`config.mk`:
```
export PLATFORM = sky130hd
export DESIGN_NAME = dispid_mode_ctrl
export DESIGN_NICKNAME = d
export VERILOG_FILES = /design/src/rtl/dispid_pkg.sv /design/src/rtl/dispid_sync.sv /design/src/rtl/dispid_mode_fsm.sv /design/src/rtl/dispid_tx_stream.sv /design/src/rtl/dispid_mode_ctrl.sv
export SDC_FILE = /design/constraint.sdc
export NUM_CORES = 1
export LEC_CHECK = 0
export BUFFER_PORTS_ARGS = -buffer_cell sky130_fd_sc_hd__clkbuf_2
export CORE_MARGIN = 5
export CORE_UTILIZATION = 45
export DETAILED_ROUTE_END_ITERATION = 10
export PLACE_DENSITY = 0.67
export RECOVER_POWER = 25
export SLEW_MARGIN = 30
export SYNTH_ARGS = -nofsm -noshare
export SYNTH_HDL_FRONTEND = slang
export SYNTH_HIERARCHICAL = 1
export SYNTH_SLANG_ARGS = --single-unit
```
`constraint.sdc`:
```
create_clock -name clk -period 3.3 [get_ports clk]
set_clock_uncertainty 0.2 [all_clocks]
set_input_delay 0 -clock clk [delete_from_list [all_inputs] [get_ports clk]]
set_output_delay 0 -clock clk [all_outputs]
set_load 0.01 [all_outputs]
```
`src/rtl/dispid_pkg.sv`:
```
package dispid_pkg;
    typedef enum logic [1:0] {
        MODE_TX    = 2'd0,
        MODE_TRANS = 2'd1,
        MODE_BIDIR = 2'd2
    } mode_e;
endpackage

```
`src/rtl/dispid_sync.sv`:
```
module dispid_sync #(
    parameter int STAGES = 2
) (
    input  logic clk,
    input  logic rst_n,
    input  logic async_i,
    output logic lvl_o,
    output logic prev_o
);
    typedef struct packed {
        logic [STAGES-1:0] sh;
        logic              prev;
    } sync_t;

    sync_t st_d, st_q;

    always_comb begin
        st_d      = st_q;
        st_d.sh   = {st_q.sh[STAGES-2:0], async_i};
        st_d.prev = st_q.sh[STAGES-1];
    end

    always_ff @(posedge clk or negedge rst_n) begin
        if (!rst_n) st_q <= '0;
        else        st_q <= st_d;
    end

    assign lvl_o  = st_q.sh[STAGES-1];
    assign prev_o = st_q.prev;
endmodule

```
`src/rtl/dispid_mode_fsm.sv`:
```
module dispid_mode_fsm
    import dispid_pkg::*;
#(
    parameter int RECOVER_PULSES = 128
) (
    input  logic  clk,
    input  logic  rst_n,
    input  logic  scl_fall_i,
    input  logic  vclk_rise_i,
    input  logic  ctrl_match_i,
    output mode_e mode_o,
    output logic  restart_o
);
    localparam int CNT_W = $clog2(RECOVER_PULSES);
    localparam logic [CNT_W-1:0] CNT_LAST = CNT_W'(RECOVER_PULSES - 1);

    typedef struct packed {
        mode_e            mode;
        logic [CNT_W-1:0] cnt;
    } fsm_t;

    fsm_t st_d, st_q;
    logic restart;

    always_comb begin
        st_d    = st_q;
        restart = 1'b0;
        unique case (st_q.mode)
            MODE_TX: begin
                if (scl_fall_i) begin
                    st_d.mode = MODE_TRANS;
                    st_d.cnt  = '0;
                end
            end
            MODE_TRANS: begin
                if (ctrl_match_i) begin
                    st_d.mode = MODE_BIDIR;
                    st_d.cnt  = '0;
                end else if (scl_fall_i) begin
                    st_d.cnt = '0;
                end else if (vclk_rise_i) begin
                    if (st_q.cnt == CNT_LAST) begin
                        st_d.mode = MODE_TX;
                        st_d.cnt  = '0;
                        restart   = 1'b1;
                    end else begin
                        st_d.cnt = st_q.cnt + 1'b1;
                    end
                end
            end
            default: begin
                st_d.mode = MODE_BIDIR;
            end
        endcase
    end

    always_ff @(posedge clk or negedge rst_n) begin
        if (!rst_n) st_q <= '{mode: MODE_TX, cnt: '0};
        else        st_q <= st_d;
    end

    assign mode_o    = st_q.mode;
    assign restart_o = restart;

    AST_BIDIR_STICKY: assert property (@(posedge clk) disable iff (!rst_n)
        st_q.mode == MODE_BIDIR |=> st_q.mode == MODE_BIDIR);
    AST_NO_DIRECT_LOCK: assert property (@(posedge clk) disable iff (!rst_n)
        st_q.mode == MODE_TX |=> st_q.mode != MODE_BIDIR);
    AST_CNT_IDLE_IN_TX: assert property (@(posedge clk) disable iff (!rst_n)
        st_q.mode == MODE_TX |-> st_q.cnt == '0);
    AST_FALLBACK_TO_TX: assert property (@(posedge clk) disable iff (!rst_n)
        restart |=> st_q.mode == MODE_TX);
endmodule

```
`src/rtl/dispid_tx_stream.sv`:
```
module dispid_tx_stream #(
    parameter int DEPTH  = 128,
    parameter int DATA_W = 8
) (
    input  logic                       clk,
    input  logic                       rst_n,
    input  logic                       active_i,
    input  logic                       adv_i,
    input  logic                       restart_i,
    input  logic [DATA_W-1:0]          rdata_i,
    output logic [$clog2(DEPTH)-1:0]   addr_o,
    output logic                       ser_o
);
    localparam int ADDR_W = $clog2(DEPTH);
    localparam int BIT_W  = $clog2(DATA_W);
    localparam logic [ADDR_W-1:0] ADDR_LAST = ADDR_W'(DEPTH - 1);
    localparam logic [BIT_W-1:0]  BIT_LAST  = BIT_W'(DATA_W - 1);

    typedef struct packed {
        logic [ADDR_W-1:0] addr;
        logic [BIT_W-1:0]  bitn;
    } pos_t;

    pos_t st_d, st_q;

    always_comb begin
        st_d = st_q;
        if (restart_i) begin
            st_d = '0;
        end else if (adv_i) begin
            if (st_q.bitn == BIT_LAST) begin
                st_d.bitn = '0;
                st_d.addr = (st_q.addr == ADDR_LAST) ? '0 : st_q.addr + 1'b1;
            end else begin
                st_d.bitn = st_q.bitn + 1'b1;
            end
        end
    end

    always_ff @(posedge clk or negedge rst_n) begin
        if (!rst_n) st_q <= '0;
        else        st_q <= st_d;
    end

    assign addr_o = st_q.addr;
    assign ser_o  = active_i ? rdata_i[BIT_LAST - st_q.bitn] : 1'b1;

    AST_RESTART_ORIGIN: assert property (@(posedge clk) disable iff (!rst_n)
        restart_i |=> (st_q.addr == '0 && st_q.bitn == '0));
    AST_FROZEN_OFF_TX: assert property (@(posedge clk) disable iff (!rst_n)
        (!active_i && !restart_i) |=> $stable(st_q));
endmodule

```
`src/rtl/dispid_mode_ctrl.sv`:
```
module dispid_mode_ctrl
    import dispid_pkg::*;
#(
    parameter int DEPTH          = 128,
    parameter int DATA_W         = 8,
    parameter int RECOVER_PULSES = 128,
    parameter int SYNC_STAGES    = 2
) (
    input  logic                      clk,
    input  logic                      rst_n,
    input  logic                      scl_i,
    input  logic                      vclk_i,
    input  logic                      ctrl_match_i,
    input  logic [DATA_W-1:0]         mem_rdata_i,
    output logic [$clog2(DEPTH)-1:0]  mem_addr_o,
    output logic                      ser_o,
    output logic [1:0]                mode_o,
    output logic                      wr_en_o
);
    logic  scl_lvl, scl_prev, vclk_lvl, vclk_prev;
    logic  scl_fall, vclk_rise, restart;
    mode_e mode;

    dispid_sync #(.STAGES(SYNC_STAGES)) u_scl_sync (
        .clk(clk), .rst_n(rst_n), .async_i(scl_i),
        .lvl_o(scl_lvl), .prev_o(scl_prev)
    );

    dispid_sync #(.STAGES(SYNC_STAGES)) u_vclk_sync (
        .clk(clk), .rst_n(rst_n), .async_i(vclk_i),
        .lvl_o(vclk_lvl), .prev_o(vclk_prev)
    );

    assign scl_fall  = scl_prev & ~scl_lvl;
    assign vclk_rise = ~vclk_prev & vclk_lvl;

    dispid_mode_fsm #(.RECOVER_PULSES(RECOVER_PULSES)) u_fsm (
        .clk(clk), .rst_n(rst_n),
        .scl_fall_i(scl_fall), .vclk_rise_i(vclk_rise),
        .ctrl_match_i(ctrl_match_i),
        .mode_o(mode), .restart_o(restart)
    );

    dispid_tx_stream #(.DEPTH(DEPTH), .DATA_W(DATA_W)) u_stream (
        .clk(clk), .rst_n(rst_n),
        .active_i(mode == MODE_TX),
        .adv_i(vclk_rise && mode == MODE_TX),
        .restart_i(restart),
        .rdata_i(mem_rdata_i),
        .addr_o(mem_addr_o),
        .ser_o(ser_o)
    );

    assign mode_o  = mode;
    assign wr_en_o = (mode == MODE_BIDIR) & vclk_lvl;

    AST_WR_GATED: assert property (@(posedge clk) disable iff (!rst_n)
        wr_en_o |-> mode_o == 2'd2);
    AST_SER_IDLE_HIGH: assert property (@(posedge clk) disable iff (!rst_n)
        mode_o != 2'd0 |-> ser_o);
endmodule

```
==> impl_metrics.toml <==
[power_and_ir_drop]
powerDensity_nw_per_um2 = 544.6
leakagePower_nw = 0.6853
irDropWorstVdd_uv = 304.3

[layout]
layout_common_cells = "25 x dfrtp_1, 22 x clkbuf_2, 10 x nor2_1, 8 x nand2_1, 7 x nand3_1"
diodes = 0
area_delta_synth_final_pct = 10.95
n_fill_cell = 272
stdcell_area_um2 = 1483
final_common_cell = "dfrtp_1"
layout-drive-gt1-share_pct = 25.69
multi_input_area_um2 = 619.3
nets = 162
ff_latch_area_um2 = 625.6

[timing]
setup_violations = 0
hold-worst-slack_ns = 0.1356
fin_crit_sh_pct = 80.07
hold_viol = 0
rsz0062_at_grt = "no"
tightest_slew_ns = 1.326
maxSlewViolCount = 0
max_freq_mhz = 378.5
relSlewSlack_pct = 11.58
final.setup.tns_ns = 0
final.min_clock_period_ns = 2.642

[route]
ant_nets = 0
wl_mm = 2.435
dr.first_iter.drc_count = 30
vias_per_cell = 5.651
drc = 0
vias = 989
wl_per_cell_um = 13.91
dr.pass1.iters = 4

[floorplanning]
die_h_um = 64.50
io_pins = 24
core-area_um2 = 2805
die_x_um = 64.50
dieArea_um2 = 4160
start_util_pct = 47.64
row_count = 19

[global_routing]
grt_pass1_wl_mm = 4.498
grt_pass1_vias = 1071
gr-total-overflow = 0
grt_start_max_net_pins = 26
track_usage_pct = 13.41
antenna_found_initial = 0

[setup_path]
required_ns = 3.31
critPathBufInv = 1
cpMaxStageDelayCell = "or4b_1"
crit_fanout = 12
critPathKind = "register to register"
max_stage_delay_ns = 0.64
critPathCaptureType = "register"
crit_path_start_kind = "register"
crit_arrival_ns = 2.65
cp_cell_sequence = "nor2b_1, or4b_1, nor2_1, buf_4, a21oi_2, nor4b_4, mux2_2"
critPathTopFamily = "simple AND/OR/NAND/NOR gates"

[worst_hold_path]
hold_class = "primary input to register"

[synth]
synth_ff_type = "dfrtp_1"
synth_simple_gate_area_share_pct = 19.57
synthMuxAreaShare_pct = 8.052
ys_ff_latch = 25
yosysWarnings = 6
synth_top_family_by_area = "simple AND/OR/NAND/NOR gates"
synth_top_area_share_pct = 46.82
synth-xor-area-share_pct = 1.311
synth.area.top_cells = "dfrtp_1 47%, buf_4 5.1%, ha_1 3.7%"
ys_async_sr_fraction_pct = 100.0
synth_fp_nets = 140
synth_top_cell_by_area = "dfrtp_1"
synthAdderAreaFrac_pct = 3.745
synth_edf_count = 0
syn-mean-instance-area_um2 = 10.86
netlist_area_um2 = 1336
syn_inst = 123
synth_cell_type_count = 39
synth.yosys.seq_area_share_pct = 46.82
synth_compound_area_share_pct = 13.67

[clock_network]
ctsResizeCount = 0
cts_setup_buffers = 0
cts_tree = "built"
hold_buffers = 4
clk-insertion-delay-late_ns = 0.30
htreeDepth = 1
clock-sinks = 25
clock-root-buffer = "clkbuf_4"
cts_buffers = 3
clk_pin_slew_ns = 0.13
cts_buffer_depth = 2

[run_status]
run_status = "completed"

[run]
max_cap_violations = 0

[place]
gp_congestion = 0.8933
place_area_um2 = 1418
io_buffers = 23
dp_hpwl_mm = 1.801
-- stage by stage --
step	setup WS [ns]	utilization, %	std cells	total power, mW
floorplan	0.8946	-	123	0.6329
global placement	0.7573	50.54	167	0.6745
detailed placement	0.6682	50.54	167	0.6846
CTS	0.6566	52.90	175	0.8228
global route	0.5216	52.85	175	0.8814
finish	0.6577	52.85	175	0.8075
-- cell families (layout without fill, tap and decap cells) --
kind of cell,count (synthesis),after routing
adder cells (fa/ha/maj),4,4
AND/OR/NAND/NOR,44,44
AO/OA/AOI/OAI,27,27
buffers and inverters,13,34
multiplexers,8,8
flip-flops,25,25
XOR/XNOR,2,2
-- final timing paths --
kind	end	start	depth (start not counted)	slack (ns)
max in group asynchronous	u_vclk_sync/lvl_o	rst_n	2	1.82
max	u_stream/addr_o[6]	u_scl_sync/prev_o	7	0.66
min in group asynchronous	u_vclk_sync/prev_o	rst_n	2	0.31
max reg2reg	u_stream/addr_o[6]	u_scl_sync/prev_o	7	0.66
min reg2reg	u_vclk_sync/lvl_o	u_vclk_sync/st_d[2]	0	0.17
min	u_vclk_sync/st_d[2]	vclk_i	2	0.14
-- where the power goes --
part           switching (mW)  internal, mW
Clock                  0.0830        0.0471
Sequential             0.0732         0.357
Combinational           0.122         0.125
Total                   0.279         0.529
-- worst register-to-register path, cell delays in order (launching register included) --
cell and delay (ns):
dfrtp_1 0.37, nor2b_1 0.17, or4b_1 0.64, nor2_1 0.14, buf_4 0.19, a21oi_2 0.09, nor4b_4 0.37, mux2_2 0.37
-- layout make-up --
cell class / instances / share of cell area [%]
Sequential cell: 25 / 42.19
Multi-Input combinational cell: 85 / 41.77
Timing Repair Buffer: 29 / 11.39
Tap cell: 31 / 2.616
Clock buffer: 4 / 1.772
Inverter: 1 / 0.2532
-- synthesized netlist by cell type, types with 3 or more instances --
cell	number
nor2_1	10
o21ai_0	3
and3_1	4
a21oi_1	4
ha_1	4
o31ai_1	3
buf_4	9
nand2_1	8
mux2i_1	4
dfrtp_1	25
o21ai_1	4
nand3_1	7
nor2b_1	5
a22o_1	3
-- state kept, by name, summed over array words and instances, names as in the netlist --
signal,cells
u_fsm/st_q,7
u_stream/addr_o,7
u_stream/st_q,3
u_fsm/mode_o,2
u_scl_sync/lvl_o,1
u_scl_sync/prev_o,1
u_scl_sync/st_d,1
u_vclk_sync/lvl_o,1
u_vclk_sync/prev_o,1
u_vclk_sync/st_d,1
-- routing by layer --
metal  share of wire (%)  up-vias  global-route usage [%]
met5                   0        -                       0
met3                 5.6        2                   3.282
met1                  48      475                   17.18
li1                    -      485                       -
met2                  46       27                   21.01
met4                0.82        0                   7.124
Power figures use the tool's default switching activity.
